===== src/rtl/wdg_pkg.sv =====
package wdg_pkg;
    typedef enum logic [1:0] {
        ST_COUNT = 2'd0,
        ST_PULSE = 2'd1,
        ST_HOLD  = 2'd2,
        ST_OFF   = 2'd3
    } wdg_state_t;

    localparam logic [1:0] SEL_LONG  = 2'b00;
    localparam logic [1:0] SEL_MID   = 2'b01;
    localparam logic [1:0] SEL_SHORT = 2'b10;
    localparam logic [1:0] SEL_OFF   = 2'b11;
endpackage


===== src/rtl/wdg_activity.sv =====
module wdg_activity #(
    parameter int SEL_W = 2
) (
    input  logic             clk,
    input  logic             rst_n,
    input  logic             cs_n,
    input  logic [SEL_W-1:0] period_sel,
    output logic             act_edge,
    output logic             sel_chg
);
    logic             cs_q;
    logic [SEL_W-1:0] sel_q;

    always_ff @(posedge clk or negedge rst_n) begin
        if (!rst_n) begin
            cs_q  <= 1'b1;
            sel_q <= '0;
        end else begin
            cs_q  <= cs_n;
            sel_q <= period_sel;
        end
    end

    // only a high-to-low transition of chip select is activity
    assign act_edge = cs_q & ~cs_n;
    assign sel_chg  = (sel_q != period_sel);
endmodule


===== src/rtl/wdg_counter.sv =====
module wdg_counter #(
    parameter int CNT_W = 8
) (
    input  logic             clk,
    input  logic             rst_n,
    input  logic             clr,
    output logic [CNT_W-1:0] cnt
);
    always_ff @(posedge clk or negedge rst_n) begin
        if (!rst_n)   cnt <= '0;
        else if (clr) cnt <= '0;
        else          cnt <= cnt + 1'b1;
    end
endmodule


===== src/rtl/bus_watchdog_rst.sv =====
module bus_watchdog_rst
    import wdg_pkg::*;
#(
    parameter int LONG_CYC  = 120,
    parameter int MID_CYC   = 60,
    parameter int SHORT_CYC = 30,
    parameter int PULSE_CYC = 6
) (
    input  logic       clk,
    input  logic       rst_n,
    input  logic       cs_n,
    input  logic [1:0] period_sel,
    input  logic       supply_low,
    output logic       wd_reset
);
    localparam int MAX_A  = (LONG_CYC > MID_CYC) ? LONG_CYC : MID_CYC;
    localparam int MAX_B  = (SHORT_CYC > PULSE_CYC) ? SHORT_CYC : PULSE_CYC;
    localparam int MAX_C  = (MAX_A > MAX_B) ? MAX_A : MAX_B;
    localparam int CNT_W  = $clog2(MAX_C + 1);
    localparam logic [CNT_W-1:0] LONG_END  = CNT_W'(LONG_CYC - 1);
    localparam logic [CNT_W-1:0] MID_END   = CNT_W'(MID_CYC - 1);
    localparam logic [CNT_W-1:0] SHORT_END = CNT_W'(SHORT_CYC - 1);
    localparam logic [CNT_W-1:0] PULSE_END = CNT_W'(PULSE_CYC - 1);

    wdg_state_t       state, state_nx;
    logic             cnt_clr;
    logic [CNT_W-1:0] cnt;
    logic [CNT_W-1:0] idle_end;
    logic             act_edge, sel_chg, sel_off;

    wdg_activity #(.SEL_W(2)) u_act (
        .clk        (clk),
        .rst_n      (rst_n),
        .cs_n       (cs_n),
        .period_sel (period_sel),
        .act_edge   (act_edge),
        .sel_chg    (sel_chg)
    );

    wdg_counter #(.CNT_W(CNT_W)) u_cnt (
        .clk   (clk),
        .rst_n (rst_n),
        .clr   (cnt_clr),
        .cnt   (cnt)
    );

    assign sel_off = (period_sel == SEL_OFF);

    always_comb begin
        unique case (period_sel)
            SEL_LONG:  idle_end = LONG_END;
            SEL_MID:   idle_end = MID_END;
            SEL_SHORT: idle_end = SHORT_END;
            default:   idle_end = LONG_END;
        endcase
    end

    // state register
    always_ff @(posedge clk or negedge rst_n) begin
        if (!rst_n) state <= ST_COUNT;
        else        state <= state_nx;
    end

    // next state and counter control
    always_comb begin
        state_nx = state;
        cnt_clr  = 1'b0;
        unique case (state)
            ST_COUNT: begin
                if (supply_low) begin
                    state_nx = ST_HOLD;
                    cnt_clr  = 1'b1;
                end else if (sel_off) begin
                    state_nx = ST_OFF;
                    cnt_clr  = 1'b1;
                end else if (act_edge || sel_chg) begin
                    cnt_clr  = 1'b1;
                end else if (cnt == idle_end) begin
                    state_nx = ST_PULSE;
                    cnt_clr  = 1'b1;
                end
            end
            ST_PULSE: begin
                if (supply_low) begin
                    state_nx = ST_HOLD;
                    cnt_clr  = 1'b1;
                end else if (cnt == PULSE_END) begin
                    state_nx = sel_off ? ST_OFF : ST_COUNT;
                    cnt_clr  = 1'b1;
                end
            end
            ST_HOLD: begin
                cnt_clr = 1'b1;
                if (!supply_low) state_nx = ST_PULSE;
            end
            ST_OFF: begin
                cnt_clr = 1'b1;
                if (supply_low)    state_nx = ST_HOLD;
                else if (!sel_off) state_nx = ST_COUNT;
            end
            default: begin
                state_nx = ST_COUNT;
                cnt_clr  = 1'b1;
            end
        endcase
    end

    // outputs
    always_comb begin
        unique case (state)
            ST_PULSE, ST_HOLD: wd_reset = 1'b1;
            default:           wd_reset = 1'b0;
        endcase
    end
endmodule


===== config.mk =====
export PLATFORM = sky130hd
export DESIGN_NAME = bus_watchdog_rst
export DESIGN_NICKNAME = d
export VERILOG_FILES = /design/src/rtl/wdg_pkg.sv /design/src/rtl/wdg_activity.sv /design/src/rtl/wdg_counter.sv /design/src/rtl/bus_watchdog_rst.sv
export SDC_FILE = /design/constraint.sdc
export NUM_CORES = 1
export LEC_CHECK = 0
export ABC_AREA = 1
export BUFFER_PORTS_ARGS = -buffer_cell sky130_fd_sc_hd__buf_2
export CAP_MARGIN = 20
export CORE_MARGIN = 8
export CORE_UTILIZATION = 40
export DETAILED_ROUTE_END_ITERATION = 6
export GPL_TIMING_DRIVEN = 0
export RECOVER_POWER = 50
export SLEW_MARGIN = 40
export SYNTH_ARGS = -nofsm -noshare
export SYNTH_HDL_FRONTEND = slang
export SYNTH_SLANG_ARGS = --single-unit

===== constraint.sdc =====
create_clock -name clk -period 1.3 [get_ports clk]
set_clock_uncertainty 0.05 [all_clocks]
set_input_delay 0.13 -clock clk [delete_from_list [all_inputs] [get_ports clk]]
set_output_delay 0.13 -clock clk [all_outputs]
set_load 0.005 [all_outputs]

==> results.txt <==
----------------------------------------------------
[Status]
  Run status ... finished, violations left
  Violations in the final reports ... setup timing

[Placed design]
  Placer Congestion ... 0.7623
  Cell Area, Placed ... ~940 um2
  Number of buffer cells added on primary ports ... 6
  Estimated wirelength of the detail-placed design ... about 1200 um
  Placed cell count ... 150
  Setup slack after placement ... -263.5 ps

[Min path]
  Cells on Worst Hold Path ... 4
  End point of the worst hold path ... u_cnt.cnt[5]$_DFF_PN0_
  Worst hold-check path type ... primary input to flip-flop
  Critical hold path startpoint ... supply_low

[Floorplan]
  Die outline width ... around 62 um
  Number of primary I/O pins ... 7
  Initial core utilization ... 40.53%
  Die outline height ... ~62 um
  Core Area ... about 0.0021 mm2
  Rows ... 17
  Overall die area ... about 0.004 mm2

[CTS]
  Number of levels in the clock H-tree ... 1
  Clock tree from TritonCTS ... yes
  Clock Tree Root ... clkbuf_4
  Worst-skew pair later-pin latency ... between 200 and 300 ps
  Maximum clock insertion buffer count ... 2
  CTS clk-pin slew, worst paths ... about 80 ps
  Number of buffers created by CTS ... 3
  Clock net sink count ... 12

[Global routing]
  GR Layer Usage met3 ... under 10%
  Number of global-route vias before repair ... 767
  GR Layer Usage met1 ... a little over a tenth
  Routing usage on met2 ... ~17%
  GRT busiest layer ... met2
  Wire length of the first global-routing pass ... 3187 um
  Number of antenna violations at the first check in global routing ... 0
  Maximum number of pins on one net before global-route repair ... 13
  GR Util All Layers ... around 9.7%
  Total global routing overflow ... 0

[Synth]
  Number of nets produced by synthesis ... approximately 130
  Proportion of synthesized chip area in sequential cells ... between 30% and 40%
  Syn avg cell area ... 7.432 um2
  Distinct cells, synth ... 19
  Post-synthesis register bit count ... 12
  Cells after synthesis ... roughly 120
  Yosys Warn Count ... 0
  Cell Area, Synth ... 862.1 um2

[Worst setup path]
  Worst reg2reg path startpoint ... state[0]$_DFFE_PN0P_
  Setup crit start kind ... flip-flop
  Setup Crit Path Kind ... flip-flop to flip-flop
  FF-to-FF End ... u_cnt.cnt[3]$_DFF_PN0_
  Reg-to-reg slack, setup ... -90 ps
  Data required time of the worst path ... around 1500 ps
  Path depth of the worst reg2reg path ... 7
  Critical Path Fanout Max ... 7
  Crit. End Element ... flip-flop
  CP Data Arrival Time ... about 1500 ps

[Layout]
  Area growth, synth to finish ... 26.42%
  Finished Layout Cells ... 160
  Most common cell after layout, fill and taps aside ... nand2_1
  Design Area, Final ... approximately 0.0011 mm2
  Share of final-layout standard cells stronger than drive strength 1 ... a little over a quarter
  Final Core Density ... between 50% and 60%
  Antenna diode instance count ... 0
  Commonest non-fill, non-tap cells in the layout ... nand2_1, nor2_1, inv_1, nand3_1, dfrtp_1
  Filler Cells Inserted ... about 210
  Net count reported at finish ... 149

[Timing]
  Final min period ... 1390 ps
  Fmax ... between 700 and 800 MHz
  Final Setup Violations ... 10
  Transition time at the pin with the least slew margin ... 647.3 ps
  Number of hold-slack violations in the final timing report ... 0
  Unrepaired setup endpoints after global routing ... true
  Final Hold Slack ... 220.4 ps
  Fraction of the cycle the final worst path needs ... 106.9%
  Remaining max-slew budget at the tightest pin ... between 50 and 60%
  Worst path setup slack after routing ... -90.24 ps
  Fin Setup TNS ... -740.4 ps
  Max-slew violation count ... 0

[Drt]
  Count of nets left with antenna violations after detail routing ... 0
  Average wire length per cell after detail routing ... ~11 um
  Number of vias per cell ... ~4.7
  Iteration-0 DRC Markers ... 21
  Total via count after detailed routing ... about 760
  Total detailed-routing wirelength ... 1784 um
  First-pass iteration count of the detailed router ... 4
  Post-route DRC violation count ... 0

[Run]
  Max-cap violation count ... 0

[Power]
  Power per standard cell area ... approximately 1400 mW/mm2
  Worst vdd ir ... slightly above 0.6 mV
  Leak Pwr ... 0.5218 nW
  Overall power ... ~1.5 mW

----------------------------------------------------
==> Yosys cell counts (all sizes together) <==
library cell  number  area [um2]
nand2             25       98.84
nor2              20       75.07
inv               17       63.81
dfrtp             11       275.3
nand3             11       55.05
ha                10       125.1
o21ai              4       20.02
xor2               4       35.03
xnor2              3       26.28
nand3b             2       15.01
nor3               2       10.01
or2                2       12.52
a21oi              1       5.000
a22oi              1       7.510
clkbuf             1       5.000
dfstp              1       26.28
nand4              1       6.260
==> repair_timing <==
item                                    CTS  global route
hold endpoints to repair                 15             0
resized for setup                        12             7
buffers inserted                          3             0
pin swaps                                 1             0
endpoints found under the setup margin   10            10
hold buffers                              4             0
==> cells by family (layout without fill, tap and decap cells) <==
kind of cell | after synthesis | after routing | share of synthesized area (%)
AND/OR/NAND/NOR | 63 | 63 | 31.64
buffers and inverters | 18 | 34 | 7.982
flip-flops | 12 | 12 | 34.98
adder cells (fa/ha/maj) | 10 | 10 | 14.51
XOR/XNOR | 7 | 7 | 7.112
AO/OA/AOI/OAI | 6 | 6 | 3.773
==> per-layer routing <==
metal / share of wire (%) / up-vias
li1: - / 389
met1: 46 / 357
met2: 50 / 11
met3: 3.6 / 2
met4: 0.39 / 0
met5: 0 / -
==> state kept, by name, summed over array words and instances (netlist names) <==
register     cells
state            2
u_act.cs_q       1
u_act.sel_q      2
u_cnt.cnt        7
==> worst max path at each step <==
stage | slack [ps] | cells after the start | start | end
after floorplan | -10 | 8 | state[1]$_DFFE_PN0P_ | u_cnt.cnt[0]$_DFF_PN0_
final | -90 | 7 | state[0]$_DFFE_PN0P_ | u_cnt.cnt[3]$_DFF_PN0_
after CTS | -100 | 7 | state[0]$_DFFE_PN0P_ | u_cnt.cnt[4]$_DFF_PN0_
after global routing | -170 | 10 | state[0]$_DFFE_PN0P_ | state[1]$_DFFE_PN0P_
after global placement | -230 | 13 | period_sel[0] | state[0]$_DFFE_PN0P_
after detailed placement | -260 | 13 | period_sel[0] | state[0]$_DFFE_PN0P_
==> final cells by class <==
cell class	instances	area, um2	share of cell area [%]
Multi-Input combinational cell	86	559.3	51.32
Sequential cell	12	304.0	27.90
Timing Repair Buffer	13	91.34	8.381
Inverter	17	63.81	5.855
Clock buffer	4	36.28	3.329
Tap cell	28	35.03	3.215
==> worst max-delay path: stages (launching register included) <==
cell,delay [ps]
dfrtp_2,450
ha_4,170
or2_0,210
nor3_2,110
nand2_1,80
nand2_2,70
nand2_4,90
nor2_1,100
==> power breakdown <==
| part | switching, mW | total [mW] | internal (mW) |
|---|---|---|---|
| clock | 0.133 | 0.303 | 0.170 |
| sequential | 0.0531 | 0.480 | 0.426 |
| combinational | 0.408 | 0.716 | 0.308 |
(Power assumes the default switching activity.)
